### src/rtl/hcv_pkg.sv
package hcv_pkg;
  localparam int DATA_W  = 32;
  localparam int LANES   = DATA_W / 8;
  localparam int VEC_W   = 7;
  localparam int HC_BIT  = 0;
  localparam int VEC_LSB = 1;
  localparam int NMI_BIT = 15;
  localparam logic [DATA_W-1:0] IMPL_MASK = 32'h0000_80FF;
  localparam logic [DATA_W-1:0] W24_MASK  = 32'h00FF_FFFF;
  localparam logic [DATA_W-1:0] W16_MASK  = 32'h0000_FFFF;

  typedef enum logic [1:0] {
    HM_OFF  = 2'b00,
    HM_W32  = 2'b01,
    HM_W24  = 2'b10,
    HM_W16  = 2'b11
  } hmode_e;

  function automatic int lanes_of(hmode_e m);
    case (m)
      HM_W24:  return 3;
      HM_W16:  return 2;
      default: return LANES;
    endcase
  endfunction
endpackage

### src/rtl/hcv_decode.sv
module hcv_decode
  import hcv_pkg::*;
#(
  parameter int              ADDR_W   = 32,
  parameter logic [ADDR_W-1:0] PCI_BASE = 32'h0004_0000,
  parameter logic [7:0]      UB_BASE  = 8'h5A
) (
  input  hmode_e            mode,
  input  logic [ADDR_W-1:0] addr,
  output logic              hit
);
  localparam logic [ADDR_W-1:0] REG_ADDR = PCI_BASE + ADDR_W'('h18);

  always_comb begin
    case (mode)
      HM_W32:         hit = (addr == REG_ADDR);
      HM_W24, HM_W16: hit = (addr[10:3] == UB_BASE);
      default:        hit = 1'b0;
    endcase
  end
endmodule

### src/rtl/hcv_lane_merge.sv
module hcv_lane_merge
  import hcv_pkg::*;
(
  input  hmode_e              mode,
  input  logic [LANES-1:0]    be,
  input  logic [DATA_W-1:0]   wdata,
  input  logic [DATA_W-1:0]   cur,
  output logic [DATA_W-1:0]   merged
);
  for (genvar i = 0; i < LANES; i++) begin : g_lane
    logic en;
    always_comb begin
      if (mode == HM_W32) en = be[i];
      else                en = (i < lanes_of(mode));
    end
    always_comb begin
      if (en)                  merged[8*i +: 8] = wdata[8*i +: 8];
      else if (mode == HM_W32) merged[8*i +: 8] = cur[8*i +: 8];
      else                     merged[8*i +: 8] = 8'h00;
    end
  end
endmodule

### src/rtl/hcv_store.sv
module hcv_store
  import hcv_pkg::*;
(
  input  logic              clk,
  input  logic              rst_n,
  input  logic              wr_en,
  input  logic [DATA_W-1:0] wr_img,
  input  logic              ack,
  output logic [DATA_W-1:0] img
);
  logic [DATA_W-1:0] img_q;

  always_ff @(posedge clk or negedge rst_n) begin
    if (!rst_n)                   img_q <= '0;
    else if (wr_en)               img_q <= wr_img & IMPL_MASK;
    else if (ack && img_q[HC_BIT]) img_q[HC_BIT] <= 1'b0;
  end

  assign img = img_q;

  p_hold_until_ack_r8: assert property (@(posedge clk) disable iff (!rst_n)
    (img_q[HC_BIT] && !ack && !wr_en) |=> (img_q[HC_BIT] && $stable(img_q)));
  p_ack_clears_r9: assert property (@(posedge clk) disable iff (!rst_n)
    (img_q[HC_BIT] && ack && !wr_en) |=> !img_q[HC_BIT]);
  p_write_wins_r10: assert property (@(posedge clk) disable iff (!rst_n)
    (wr_en && wr_img[HC_BIT]) |=> img_q[HC_BIT]);
  p_idle_ack_r11: assert property (@(posedge clk) disable iff (!rst_n)
    (!img_q[HC_BIT] && !wr_en) |=> $stable(img_q));
endmodule

### src/rtl/hcv_top.sv
module hcv_top
  import hcv_pkg::*;
#(
  parameter int                ADDR_W   = 32,
  parameter logic [ADDR_W-1:0] PCI_BASE = 32'h0004_0000,
  parameter logic [7:0]        UB_BASE  = 8'h5A
) (
  input  logic              clk,
  input  logic              rst_n,
  input  logic [1:0]        host_mode,
  input  logic              host_valid,
  input  logic              host_wr,
  input  logic [ADDR_W-1:0] host_addr,
  input  logic [3:0]        host_be,
  input  logic [31:0]       host_wdata,
  output logic [31:0]       host_rdata,
  output logic              irq_valid,
  input  logic              irq_ready,
  output logic [6:0]        irq_vector,
  output logic              irq_nmi
);
  hmode_e            mode;
  logic              hit;
  logic              wr_en;
  logic [DATA_W-1:0] img;
  logic [DATA_W-1:0] merged;
  logic [DATA_W-1:0] view_mask;

  assign mode = hmode_e'(host_mode);

  hcv_decode #(.ADDR_W(ADDR_W), .PCI_BASE(PCI_BASE), .UB_BASE(UB_BASE)) u_dec (
    .mode (mode),
    .addr (host_addr),
    .hit  (hit)
  );

  hcv_lane_merge u_merge (
    .mode   (mode),
    .be     (host_be),
    .wdata  (host_wdata),
    .cur    (img),
    .merged (merged)
  );

  assign wr_en = host_valid && host_wr && hit;

  hcv_store u_store (
    .clk    (clk),
    .rst_n  (rst_n),
    .wr_en  (wr_en),
    .wr_img (merged),
    .ack    (irq_ready),
    .img    (img)
  );

  always_comb begin
    case (mode)
      HM_W24:  view_mask = W24_MASK;
      HM_W16:  view_mask = W16_MASK;
      default: view_mask = '1;
    endcase
  end

  assign host_rdata = (host_valid && !host_wr && hit) ? (img & view_mask) : '0;
  assign irq_valid  = img[HC_BIT];
  assign irq_vector = img[VEC_LSB +: VEC_W];
  assign irq_nmi    = img[NMI_BIT];

  p_reserved_zero_r7: assert property (@(posedge clk) disable iff (!rst_n)
    (host_rdata & ~IMPL_MASK) == '0);
  p_miss_keeps_r6: assert property (@(posedge clk) disable iff (!rst_n)
    (host_valid && !hit && !irq_valid) |=> $stable(img));
  p_narrow_read_r5: assert property (@(posedge clk) disable iff (!rst_n)
    (mode == HM_W16) |-> (host_rdata[31:16] == '0));
  p_narrow_read_r4: assert property (@(posedge clk) disable iff (!rst_n)
    (mode == HM_W24) |-> (host_rdata[31:24] == '0));
endmodule

### config.mk
export PLATFORM = sky130hd
export DESIGN_NAME = hcv_top
export DESIGN_NICKNAME = d
export VERILOG_FILES = /design/src/rtl/hcv_pkg.sv /design/src/rtl/hcv_decode.sv /design/src/rtl/hcv_lane_merge.sv /design/src/rtl/hcv_store.sv /design/src/rtl/hcv_top.sv
export SDC_FILE = /design/constraint.sdc
export NUM_CORES = 1
export LEC_CHECK = 0
export ABC_AREA = 1
export BUFFER_PORTS_ARGS = -buffer_cell sky130_fd_sc_hd__buf_2
export CAP_MARGIN = 25
export CORE_ASPECT_RATIO = 1.25
export CORE_MARGIN = 1
export CORE_UTILIZATION = 29
export CTS_BUF_LIST = sky130_fd_sc_hd__clkbuf_4 sky130_fd_sc_hd__clkbuf_8 sky130_fd_sc_hd__clkbuf_16
export DETAILED_ROUTE_END_ITERATION = 8
export PLACE_DENSITY = 0.76
export SYNTH_ARGS = -nofsm -noshare
export SYNTH_HDL_FRONTEND = slang
export SYNTH_SLANG_ARGS = --single-unit
### constraint.sdc
create_clock -name clk -period 2.4 [get_ports clk]
set_input_delay 0.48 -clock clk [delete_from_list [all_inputs] [get_ports clk]]
set_output_delay 0.48 -clock clk [all_outputs]
set_load 0.02 [all_outputs]
==> metrics.cfg, run 1 <==
[outcome]
status=finished, final reports clean

[cts]
cts_sinks=9
cts_max_level=1
clk_path_buf_depth=2
clock-root-buffer=clkbuf_4
cts_tree=yes
insertion_delay_ps=250
cts_repair_resize_count=0
clkTransAtPathRegs_ps=50
post_cts_buffers=0
cts_made_buffers=3
cts_hold_buf=0

[grt]
grt_pass1_wl_um=3100
grt_overflow=0
grt.total_usage_pct=12.2
antenna_found_initial=0
grt_pass1_vias=779
grt_max_degree=16

[routing]
final_antenna_net_count=0
top_layer_used=met4
routed_via_density=3.78
wire_per_inst_um=7.85
drcViolationCount=0
met1_length_um=733
drt-pass1-iter-count=4
wl_met2_um=948
drt-total-wl_um=1840
met3_length_um=141
vias=885
drt_iter0_drc=14

[logic_synthesis]
synth.distinct_cells=21
yosys.area.top_type=dfrtp_1
syn_inst=128
synth_enable_flop_cells=0
ys.flop_type=dfrtp_1
synth.most_common_cell=nor2_1
yosys-top-cells-count=27 x nor2_1, 23 x buf_4, 22 x inv_1
yosysWarnings=0
ys_seq_area_share_pct=25.1
avgSynthCellArea_sq_um=7.01
synthTopCellsByArea=dfrtp_1 25%, buf_4 19%, nor2_1 11%, inv_1 9.2%, nand2_1 7.5%
synth_top_area_share_pct=25.1
synth_seq_cells=9
async_reset_ff_share_pct=100
netlist_area_sq_um=897

[timing]
fin_skew_ps=0
min_period_over_period_pct=87.3
hold_viol_final=0
setup_violations=0
fin_setup_tns_ps=0
min_period_ps=2100
maxSlewViolCount=0
rsz0062_at_grt=no
fmax_mhz=477

[layout]
layout.nets=274
fin_cells=234
syn2layout_area_growth_pct=35.3
largest_reg_flops=9
num_antenna_cells=0
drive_gt1_share_pct=46.5
design_area_sq_um=1210

[min_path]
hp-class=input port to asynchronous set/reset pin

[floorplanning]
fp.dieH_um=64.2
rows=22
io_pins=116
start_util_pct=30.5
die_w_um=51.7
dieArea_sq_um=3320
coreArea_sq_um=2950

[placement]
hpwl_um=1630
portBuffers=67
placed_cells=230
dpl_cell_area_sq_um=1180
routabilityCongestion=0.679

[setup_path]
crit_required_ps=1920
crit_fanout=9
critical_path_class=input port to output pin
start_kind=input port
end_kind=output pin
crit_arrival_ps=1620

[run]
drv_cap=0

[power]
p_per_area_nw_per_um2=312
p_leak_uw=0.000704
vdd_drop_max_uv=396

-- final cells by class --
| class | count | area [sq um] |
|---|---|---|
| clock buffer | 4 | 30.0 |
| fill | 317 | 1730 |
| inverter | 22 | 82.6 |
| multi-input combinational | 95 | 488 |
| sequential | 9 | 225 |
| tap | 36 | 45.0 |
| timing repair buffer | 68 | 343 |
-- cells by family after synthesis --
family,synth area share [%]
and+or+nand+nor,35.3
buffers and inverters,29.7
AOI/OAI and AO/OA,9.48
DFF,25.1
other,0.418
-- metal layers --
layer,global-route usage [%],vias up
met5,0,-
met4,2.70,0
met3,3.10,2
met2,20.5,41
met1,15.4,365
li1,-,477
-- per-stage QoR --
step / setup WS [ps] / hold WS (ps) / util, % / total power [uW]
global placement: 281 / 339 / 40.2 / 260
finish: 304 / 70.6 / 41.2 / 379
detailed placement: 258 / 345 / 40.2 / 261
floorplan: 420 / 184 / - / 243
global route: 52.0 / 61.8 / 41.2 / 412
CTS: 263 / 67.0 / 41.2 / 387
-- cells in the final DEF, fill, tap and decap left out --
cell | synthesis | layout
buf_2 | 0 | 67
buf_4 | 23 | 1
clkbuf_4 | 0 | 4
conb_1 | 1 | 23
dfrtp_1 | 9 | 9
inv_1 | 22 | 22
nand2_1 | 18 | 18
nand2_2 | 3 | 3
nand3_1 | 2 | 2
nand3_2 | 2 | 2
nand3_4 | 1 | 1
nand3b_1 | 2 | 2
nand3b_2 | 1 | 1
nand4_1 | 2 | 2
nor2_1 | 27 | 27
nor2_2 | 2 | 2
nor2_4 | 1 | 1
nor3b_2 | 1 | 1
o21ai_0 | 1 | 1
o21ai_2 | 7 | 7
o21bai_4 | 1 | 1
or2_2 | 1 | 1
-- worst max-delay path: stages --
cell and delay [ps]:
buf_2 100, nor2_1 90, nand2_1 70, nor2_2 110, nand3_2 90, o21bai_4 130
nand3b_2 210, nor2_1 150, buf_2 180
-- worst paths after layout --
path	slack (ps)	cells after the start	end	startpoint
min	70	1	u_store.img[6]	rst_n
max reg2reg	1750	2	u_store.img[1]	u_store.img[1]
max	300	9	host_rdata[3]	host_addr[7]
min in group clk	470	3	u_store.img[2]	host_wdata[2]
max in group asynchronous	2150	1	u_store.img[0]	rst_n
min reg2reg	510	2	u_store.img[3]	u_store.img[3]
-- power by group --
part	internal, uW	total, uW	switching, uW
clock network	74.9	121	45.7
registers	154	155	1.43
logic	39.3	103	64.0
No activity file was read; power rests on OpenSTA's default activity.
==> run 2, diff against run 1 <==
--- a/config.mk
+++ b/config.mk
@@ -13,7 +13,8 @@
 export CORE_UTILIZATION = 29
 export CTS_BUF_LIST = sky130_fd_sc_hd__clkbuf_4 sky130_fd_sc_hd__clkbuf_8 sky130_fd_sc_hd__clkbuf_16
 export DETAILED_ROUTE_END_ITERATION = 8
-export PLACE_DENSITY = 0.76
+export PLACE_DENSITY = 0.61
 export SYNTH_ARGS = -nofsm -noshare
 export SYNTH_HDL_FRONTEND = slang
+export SYNTH_HIERARCHICAL = 1
 export SYNTH_SLANG_ARGS = --single-unit
==> run 2 against run 1 <==
Effect of this change:
- combinational power is 4% higher
- cell count up 49%
- clock skew did not move
- count of clock-buffer cells in the layout did not move
- largest cell class unchanged
- synthesized cell count is 76% higher
- sequential power barely moved
==> metrics.cfg, run 2 <==
[outcome]
status=finished, final reports clean

[logic_synthesis]
avgSynthCellArea_sq_um=5.69
syn_inst=225
netlist_area_sq_um=1280
yosysWarnings=6

[timing]
whs_ps=93.7
maxSlewViolCount=0
fin_setup_tns_ps=0
hold_viol_final=0
fin_skew_ps=0
setup_violations=0
min_period_over_period_pct=87.1
fmax_mhz=478
rsz0062_at_grt=no
min_period_ps=2090

[power]
p_per_area_nw_per_um2=278
finalPower_uw=450
vdd_drop_max_uv=242
p_leak_uw=0.000961

[routing]
drt-total-wl_um=2790
drcViolationCount=0
drt-pass1-iter-count=5
wire_per_inst_um=8.01
vias=1309
routed_via_density=3.75
final_antenna_net_count=0
drt_iter0_drc=28

[cts]
cts_hold_buf=0
clock-root-buffer=clkbuf_8
clk_path_buf_depth=2
clkTransAtPathRegs_ps=50
cts_tree=yes
cts_max_level=1
cts_made_buffers=3
cts_sinks=9
insertion_delay_ps=230

[setup_path]
start_kind=input port
r2r_cells=4
crit_required_ps=1920
crit_fanout=11
critical_path_class=input port to output pin
end_kind=output pin
crit_arrival_ps=1610

[floorplanning]
fp.dieH_um=76.3
io_pins=116
die_w_um=61.5
dieArea_sq_um=4690
coreArea_sq_um=4160
start_util_pct=30.8
rows=26

[layout]
largest_reg_flops=9
final_common_cell=nand2_1
drive_gt1_share_pct=36.9
syn2layout_area_growth_pct=26.4
fin_util_pct=38.9
layout.nets=369
layout_common_cells=79 x nand2_1, 67 x buf_2, 39 x inv_1, 30 x nor2_2, 23 x conb_1
num_antenna_cells=0
fin_cells=349

[grt]
grt.total_usage_pct=12.6
grt_overflow=0
grt_pass1_wl_um=4730
grt_max_degree=19
grt_pass1_vias=1185
antenna_found_initial=0

[placement]
routabilityCongestion=0.759
portBuffers=67
hpwl_um=2360
placed_cells=345

[min_path]
hp-class=input port to asynchronous set/reset pin

[run]
drv_cap=0

## run 2: worst paths after layout
kind                                 start              end  slack (ps)
min reg2reg                 u_store/img[5]   u_store/img[5]         510
min                                  rst_n   u_store/img[5]          90
min in group clk                 irq_ready   u_store/img[0]         480
max in group asynchronous            rst_n   u_store/img[0]        2120
max reg2reg                u_store/img[15]  u_store/img[15]        1610
max                           host_mode[1]    host_rdata[7]         310
## run 2: what timing repair did
item,4_1_cts,5_1_grt
setup buffers,0,0
setup endpoints to repair,0,2
gates resized for setup,0,1
## run 2: final cells by class
| type | count | area [sq um] |
|---|---|---|
| fillers | 477 | 2540 |
| multi-input cells | 167 | 756 |
| repair buffers | 70 | 358 |
| flip-flops and latches | 9 | 225 |
| inverters | 43 | 161 |
| well taps | 56 | 70.1 |
| clock buffers | 4 | 48.8 |
## run 2: per-stage QoR
step / cell area (sq um) / setup slack [ps]
5_1_grt: 1620 / 115
3_3_place_gp: 1560 / 137
4_1_cts: 1610 / 149
2_1_floorplan: 1360 / 496
3_5_place_dp: 1560 / 149
6_report: 1620 / 310
## run 2: power by group
| group | total [uW] | leakage (uW) | internal, uW | switching (uW) |
|---|---|---|---|---|
| combinational | 107 | 0.000810 | 47.7 | 59.6 |
| clock | 186 | 0.0000262 | 127 | 59.5 |
| sequential | 156 | 0.000125 | 154 | 1.97 |
| total | 450 | 0.000961 | 329 | 121 |
## run 2: worst max-delay path, cell delays in order
cell and delay, ps:
buf_2 140, nand2_1 60, nor3b_1 190, nand4_1 100, nand2_1 140, nand3_4 190
nor2_2 110, buf_2 180
## run 2: routing by layer
metal | global-route usage (%) | part of all wire (%) | vias up | routed length [um]
li1 | - | - | 735 | -
met1 | 14.9 | 44 | 520 | 1240
met2 | 22.6 | 49 | 50 | 1380
met5 | 0 | 0 | - | 0
met4 | 4.44 | 1.3 | 0 | 37
met3 | 1.19 | 4.9 | 4 | 136
